--- config.mk ---
export PLATFORM = sky130hd
export DESIGN_NAME = pll_lock_ctrl
export DESIGN_NICKNAME = d
export VERILOG_FILES = /design/src/rtl/pll_ctl_pkg.sv /design/src/rtl/pll_cfg_regs.sv /design/src/rtl/pll_lock_timer.sv /design/src/rtl/pll_ref_divider.sv /design/src/rtl/pll_out_gate.sv /design/src/rtl/pll_lock_ctrl.sv
export SDC_FILE = /design/constraint.sdc
export NUM_CORES = 1
export LEC_CHECK = 0
export BUFFER_PORTS_ARGS = -buffer_cell sky130_fd_sc_hd__buf_2
export CORE_MARGIN = 2
export CORE_UTILIZATION = 38
export CTS_BUF_LIST = sky130_fd_sc_hd__clkbuf_16
export DETAILED_ROUTE_END_ITERATION = 12
export PLACE_DENSITY = 0.72
export SYNTH_ARGS = -nofsm -noshare
export SYNTH_HDL_FRONTEND = slang
export SYNTH_SLANG_ARGS = --single-unit
--- constraint.sdc ---
create_clock -name clk -period 2.1 [get_ports clk]
set_input_delay 0 -clock clk [delete_from_list [all_inputs] [get_ports clk]]
set_output_delay 0 -clock clk [all_outputs]
set_load 0.02 [all_outputs]
--- src/rtl/pll_ctl_pkg.sv ---
package pll_ctl_pkg;
  localparam int DIV_W = 8;
  localparam int MUL_W = 8;
  localparam int CNT_W = 6;

  typedef struct packed {
    logic [DIV_W-1:0] div;
    logic [MUL_W-1:0] mul;
    logic [CNT_W-1:0] cnt;
    logic             half;
  } syn_cfg_t;
endpackage

--- src/rtl/pll_cfg_regs.sv ---
module pll_cfg_regs
  import pll_ctl_pkg::*;
(
  input  logic     clk,
  input  logic     rst_n,
  input  logic     we,
  input  syn_cfg_t wr_cfg,
  output syn_cfg_t cfg_q,
  output logic     load,
  output logic     load_run
);
  logic differs;

  // Only the loop parameters count as a change; the halving bit does not.
  assign differs  = (wr_cfg.div != cfg_q.div) || (wr_cfg.mul != cfg_q.mul) ||
                    (wr_cfg.cnt != cfg_q.cnt);
  assign load     = we && differs;
  assign load_run = (wr_cfg.mul != '0) && (wr_cfg.div != '0);

  always_ff @(posedge clk or negedge rst_n) begin
    if (!rst_n)  cfg_q <= '0;
    else if (we) cfg_q <= wr_cfg;
  end

  assert_write_lands_R4: assert property (@(posedge clk) disable iff (!rst_n)
    we |=> (cfg_q == $past(wr_cfg)));
endmodule

--- src/rtl/pll_lock_timer.sv ---
module pll_lock_timer #(
  parameter int CNT_W = 6
) (
  input  logic             clk,
  input  logic             rst_n,
  input  logic             load,
  input  logic             load_run,
  input  logic [CNT_W-1:0] load_cnt,
  input  logic             active,
  input  logic             tick,
  output logic             lock
);
  logic [CNT_W-1:0] remain;
  logic             armed;

  always_ff @(posedge clk or negedge rst_n) begin
    if (!rst_n) begin
      remain <= '0;
      armed  <= 1'b0;
      lock   <= 1'b0;
    end else if (load) begin
      remain <= load_cnt;
      armed  <= load_run;
      lock   <= 1'b0;
    end else if (!active) begin
      armed  <= 1'b0;
      lock   <= 1'b0;
    end else if (armed && tick) begin
      if (remain <= CNT_W'(1)) begin
        lock  <= 1'b1;
        armed <= 1'b0;
      end else begin
        remain <= remain - 1'b1;
      end
    end
  end

  assert_lock_drop_R6: assert property (@(posedge clk) disable iff (!rst_n)
    load |=> !lock);
  assert_idle_unlocked_R8: assert property (@(posedge clk) disable iff (!rst_n)
    !active |-> !lock);
  assert_lock_sticky_R9: assert property (@(posedge clk) disable iff (!rst_n)
    (lock && !load && active) |=> lock);
  assert_lock_on_tick_R7: assert property (@(posedge clk) disable iff (!rst_n)
    $rose(lock) |-> $past(tick));
endmodule

--- src/rtl/pll_ref_divider.sv ---
module pll_ref_divider #(
  parameter int W = 8
) (
  input  logic         clk,
  input  logic         rst_n,
  input  logic         restart,
  input  logic [W-1:0] ratio,
  input  logic         src_tick,
  output logic         ref_tick
);
  logic [W-1:0] phase;
  logic         wrap;

  assign wrap     = (ratio != '0) && (phase == ratio - 1'b1);
  assign ref_tick = src_tick && wrap;

  always_ff @(posedge clk or negedge rst_n) begin
    if (!rst_n)                          phase <= '0;
    else if (restart)                    phase <= '0;
    else if (src_tick && ratio != '0)    phase <= wrap ? '0 : phase + 1'b1;
  end

  assert_zero_ratio_quiet_R2: assert property (@(posedge clk) disable iff (!rst_n)
    (ratio == '0) |-> !ref_tick);
endmodule

--- src/rtl/pll_out_gate.sv ---
module pll_out_gate (
  input  logic clk,
  input  logic rst_n,
  input  logic restart,
  input  logic half,
  input  logic enable,
  input  logic in_tick,
  output logic out_tick
);
  logic pass;
  logic odd;

  assign pass     = in_tick && enable;
  assign out_tick = pass && (!half || odd);

  always_ff @(posedge clk or negedge rst_n) begin
    if (!rst_n)       odd <= 1'b0;
    else if (restart) odd <= 1'b0;
    else if (!half)   odd <= 1'b0;
    else if (pass)    odd <= ~odd;
  end

  assert_gate_closed_R11: assert property (@(posedge clk) disable iff (!rst_n)
    !enable |-> !out_tick);
  assert_half_spacing_R11: assert property (@(posedge clk) disable iff (!rst_n)
    (out_tick && half && !restart) |=> !(out_tick && half));
endmodule

--- src/rtl/pll_lock_ctrl.sv ---
module pll_lock_ctrl
  import pll_ctl_pkg::*;
(
  input  logic             clk,
  input  logic             rst_n,
  input  logic             cfg_we,
  input  logic [DIV_W-1:0] cfg_div,
  input  logic [MUL_W-1:0] cfg_mul,
  input  logic [CNT_W-1:0] cfg_cnt,
  input  logic             cfg_half,
  input  logic             irq_en,
  input  logic             slow_tick,
  input  logic             src_tick,
  input  logic             syn_tick,
  output logic             syn_en,
  output logic             locked,
  output logic             lock_irq,
  output logic [MUL_W:0]   ratio_num,
  output logic [DIV_W-1:0] ratio_den,
  output logic             ref_tick,
  output logic             syn_out
);
  syn_cfg_t wr_cfg;
  syn_cfg_t cfg_q;
  logic     load;
  logic     load_run;
  logic     div_live;
  logic     running;

  assign wr_cfg = '{div: cfg_div, mul: cfg_mul, cnt: cfg_cnt, half: cfg_half};

  pll_cfg_regs u_regs (
    .clk(clk), .rst_n(rst_n), .we(cfg_we), .wr_cfg(wr_cfg),
    .cfg_q(cfg_q), .load(load), .load_run(load_run)
  );

  assign syn_en    = (cfg_q.mul != '0);
  assign div_live  = (cfg_q.div != '0);
  assign running   = syn_en && div_live;
  assign ratio_num = {1'b0, cfg_q.mul} + (MUL_W+1)'(1);
  assign ratio_den = cfg_q.div;

  pll_lock_timer #(.CNT_W(CNT_W)) u_timer (
    .clk(clk), .rst_n(rst_n), .load(load), .load_run(load_run),
    .load_cnt(cfg_cnt), .active(running), .tick(slow_tick), .lock(locked)
  );

  assign lock_irq = locked && irq_en;

  pll_ref_divider #(.W(DIV_W)) u_refdiv (
    .clk(clk), .rst_n(rst_n), .restart(load), .ratio(cfg_q.div),
    .src_tick(src_tick), .ref_tick(ref_tick)
  );

  pll_out_gate u_gate (
    .clk(clk), .rst_n(rst_n), .restart(load), .half(cfg_q.half),
    .enable(running), .in_tick(syn_tick), .out_tick(syn_out)
  );

  assert_irq_follows_R10: assert property (@(posedge clk) disable iff (!rst_n)
    lock_irq |-> (locked && irq_en));
  assert_quiet_when_off_R5: assert property (@(posedge clk) disable iff (!rst_n)
    !syn_en |-> (!locked && !syn_out));
endmodule

# == Yosys cells after proc, flatten, opt, wreduce, memory -nomap -nowiden ==
# Index checks and enable logic that the tools add are counted.
# totals
reg_bits,40
input_bits,30
wordCells,64
# op_classes
add_sub_neg,4
n_lt_le_gt_ge,1
n_eq_ne,8
mux,18
bitwise,1
n_reduce_logical,23
# ops
operator,count
8-bit nonzero test,4
6-bit 2-to-1 mux,4
8-bit 2-to-1 mux,3
8-bit != test,2
1-bit 2-to-1 mux,11
1-bit logical AND,10
8-bit by 1-bit adder with 9-bit output (second input constant),1
8-bit by 1-bit adder with 8-bit output (second input constant),1
8-bit == test,1
8-bit by 1-bit subtractor with 8-bit output (second input constant),1
6-bit by 1-bit less-or-equal comparator with 1-bit output (second input constant),1
3-bit != test (second input constant),2
6-bit != test,1
2-bit nonzero test,3
6-bit by 1-bit subtractor with 6-bit output (second input constant),1
1-bit logical OR,3
3-bit by 2-bit != test with 1-bit output (second input constant),1
3-bit AND reduction,1
2-bit != test (second input constant),1
2-bit AND reduction,1
1-bit zero test,1
1-bit NOT,1

# == Logic depth before layout (Yosys ltp) ==
# depth
word_depth,6
ltp_mapped,8

# == By module ==
# A second synthesis with hierarchy kept.
# hier_totals
cells_unflattened,259
hier_area_um2,2690.1
# modules_own_cells
mod,instances,cells_per_inst,area_per_inst_um2,seq_area_each_um2
pll_cfg_regs,1,84,1126.1,575.6
pll_ref_divider,1,93,817.0,200.2
pll_lock_timer,1,48,491.7,200.2
pll_lock_ctrl,1,26,183.9,0.0
pll_out_gate,1,8,71.3,25.0

# == Worst setup path after synthesis ==
# Ideal clock, no wire load.
# synth_timing
path_type,flip-flop to output port
start,reg u_regs.cfg_q[15] (netlist name)
end,out ref_tick
arrival_time_ps,2129
required_time_ps,2100
setup_slack_ps,-29
stages_incl_launch_ff,8
n_path_buf,0
path_cell_list,dfrtp_1 > inv_1 > ha_1 > and2b_1 > or3_1 > a31o_2 > a311oi_4 > and2_1
# synth_via
elab_chain_len,4
word_cells_on_any_way,5
classes_between,add/sub (1); eq/ne (1); reduce/logical (3)
# synth_rtl
item,line,rtl
8-bit by 1-bit subtractor with 8-bit output,pll_ref_divider.sv:14,assign wrap = (ratio != '0) && (phase == ratio - 1'b1);
8-bit == test,pll_ref_divider.sv:14,
1-bit logical AND *,pll_ref_divider.sv:14,
1-bit logical AND *,pll_ref_divider.sv:15,assign ref_tick = src_tick && wrap;
to (decl),pll_lock_ctrl.sv:20,"output logic ref_tick,"
# Mark *: on every way between the ends. The rest lies on a longest branch, timed or not.

# == Worst setup path after layout ==
# layout_timing
start,reg u_regs.cfg_q[15] (netlist name)
end,out ref_tick
# layout_via
elab_chain_len,4
word_cells_on_any_way,5
classes_between,add/sub (1); eq/ne (1); reduce/logical (3)
# layout_rtl
item,line
8-bit by 1-bit subtractor with 8-bit output,pll_ref_divider.sv:14
8-bit == test,pll_ref_divider.sv:14
1-bit logical AND *,pll_ref_divider.sv:14
1-bit logical AND *,pll_ref_divider.sv:15
# Marked as above.

==> flow_summary.ini <==
[detailed_routing]
drc = 0
ant_nets = 0
num_vias = 2165
via_per_inst = 5.179
drtIter0Drc = 93
first_pass_iters = 4
wl_per_cell_um = 14.92
finalWirelength_mm = 6.238

[clock_tree]
cts_htree_levels = 2
insertion_delay_ns = 0.28
tritoncts = yes
clock_path_buffers = 2
cts_sinks = 40
cts_root_buf = clkbuf_16
clkTransAtPathRegs_ns = 0.06
numCtsBuffers = 5

[critical_path]
r2r_cells = 11
crit_type = flip-flop to output pin
r2r_start = u_regs.cfg_q[15]$_DFFE_PN0P_
critPathMaxStageDelay_ns = 0.37
worst-path-buf-inv = 2
end_kind = output pin
critPathSlowestCell = dfrtp_1
crit_family = simple AND/OR/NAND/NOR gates
reg2reg_setup_slack_ns = -0.06
cp.arrival_ns = 2.21
crit_path_start = u_regs.cfg_q[15]$_DFFE_PN0P_
crit_path_start_kind = flip-flop
crit_required_ns = 2.10
crit_fanout = 2
worstPathCellList = inv_2, ha_4, and2b_1, or3_1, a31o_2, a311oi_4, and2_4, buf_6
cp_num_cells = 8

[hold_path]
hp-class = input pin to flip-flop
whs_path_depth = 2
hp-start = cfg_mul[6]

[synthesis]
synth.distinct_cells = 40
ys_seq_elements = 40
synthArstFlopShare_pct = 100.0
synth-edff-count = 0
synthCells = 260
yosysWarnings = 0
synth.net_count = 297
synth_seq_area_share_pct = 38.48
syn-cell-area_um2 = 2601
avgSynthCellArea_um2 = 10.00
synthFlopType = dfrtp_1

[status]
status = complete, but fails checks
violations = setup timing

[place]
io_buffers = 51
place_congestion = 0.7871
postPlaceCellArea_um2 = 2989
place_inst = 389
dp_hpwl_mm = 4.537

[grt]
grt_usage_pct = 16.89
overflow = 0
grt_start_max_net_pins = 41
grt_pass1_wl_mm = 9.901
antenna_found_initial = 0
first_global_vias = 2196

[finish]
num_antenna_cells = 0
drive_above_1_share_pct = 39.35
fin_area_um2 = 3437
instances_no_fill = 418
final_util_pct = 51.15
area_growth_syn_to_layout_pct = 32.13
final_nets = 374

[power_and_ir_drop]
power_density_nw_per_um2 = 694.4
vdd_drop_max_mv = 0.3827
power.leakage_nw = 1.571
power_mw = 2.387

[sta]
timing.final.ws_setup_ns = -0.1072
skew_ns = 0.004771
fmax_mhz = 453.1
setup_viol = 8
tightest_slew_ns = 0.8825
relSlewSlack_pct = 41.16
hold_viol = 0
finalCriticalPeriod_ns = 2.207
rsz0062_at_grt = true
holdWs_ns = 0.002794
slew_violations = 0
period_share_pct = 105.1

[floorplanning]
start_util_pct = 38.72
die_y_um = 86.74
core-area_um2 = 6719
top_level_ports = 52
dieArea_um2 = 7523
num_rows = 30
die_w_um = 86.74

[run]
max_cap_viol_count = 0
stage by stage:
| step | worst slack (ns) | setup TNS [ns] |
|---|---|---|
| global placement | 0.05228 | 0 |
| detailed placement | 0.01938 | 0 |
| floorplan | -0.003805 | -0.003805 |
| CTS | -0.1148 | -0.1148 |
| global route | -0.1691 | -1.032 |
| finish | -0.1072 | -0.2816 |
layout by cell type, fill, tap and decap left out, types with 6 or more instances in the layout:
master         instances
a211oi_2               7
nor4_1                 7
nor3_1                 7
xor2_1                30
dlygate4sd3_1         10
ha_1                   6
o21ai_0                8
mux2_2                22
nand4_1               12
dfrtp_1               40
buf_2                 50
inv_1                 10
nand2_1               19
xnor2_1               18
buf_4                 26
report_power, final:
group	switching [mW]	internal [mW]	leakage (nW)
clock network	0.293	0.554	0.0850
logic	0.325	0.300	0.997
registers	0.0700	0.845	0.489
path summary, 6_finish.rpt:
kind                                            endpoint
min                         u_regs.cfg_q[13]$_DFFE_PN0P_
min reg2reg                  u_regs.cfg_q[2]$_DFFE_PN0P_
max reg2reg                u_refdiv.phase[2]$_DFFE_PN0P_
max in group asynchronous   u_regs.cfg_q[16]$_DFFE_PN0P_
min in group asynchronous         u_gate.odd$_DFFE_PN0P_
max                                             ref_tick
cells by family after synthesis:
kind of cell / after synthesis / share of synthesized area [%]
simple gates: 80 / 16.98
mux: 25 / 10.68
buf+inv: 31 / 6.061
compound gates: 29 / 8.274
flops: 40 / 38.48
fa+ha+maj: 7 / 3.367
xor+xnor: 48 / 16.16
timing repair:
action / 4_1_cts / 5_1_grt
setup buffers: 6 / 5
resized for setup: 11 / 14
setup endpoints to repair: 1 / 18
pin swaps: 6 / 11
hold endpoints to repair: 50 / 0
hold buffers: 10 / 0
layout make-up:
class,instances,area (um2)
Clock buffer,5,125.1
Clock inverter,3,38.79
Fill cell,588,3282
Inverter,11,41.29
Multi-Input combinational cell,189,1531
Sequential cell,40,1001
Tap cell,80,100.1
Timing Repair Buffer,90,599.3
per-layer routing:
metal | track usage, % | part of all wire [%] | vias up
met3 | 3.143 | 2.3 | 9
met4 | 5.114 | 1.4 | 0
li1 | - | - | 1060
met1 | 20.28 | 45 | 1065
met2 | 30.56 | 52 | 31
met5 | 0 | 0 | -
flip-flops by register name (all words and copies together) (netlist names):
signal          cells
u_gate.odd          1
u_refdiv.phase      8
u_regs.cfg_q       23
u_timer.armed       1
u_timer.lock        1
u_timer.remain      6
cell usage after synthesis, types with 2 or more instances:
cell type  count  area, um2
o21ai_0        9      45.04
ha_1           7      87.58
mux2i_1        3      30.03
a21oi_1        2      10.01
or3_1          2      12.51
mux2_2        22      247.7
nand2_1       20      75.07
nand4_1       12      75.07
xor2_1        30      262.8
and2_1         2      12.51
nor2_1         5      18.77
a31oi_1        3      18.77
or3_4          2      22.52
nor3_1         9      45.04
inv_1         11      41.29
and3_1         5      31.28
xnor2_1       18      157.7
nor4_1         8      50.05
buf_1          2      7.510
clkbuf_1       6      22.52
buf_2          3      15.01
a211oi_1       8      60.06
nand3_1        7      35.03
buf_4          8      60.06
nor3b_1        2      15.01
dfrtp_1       40       1001
No activity file was read; power rests on OpenSTA's default activity.
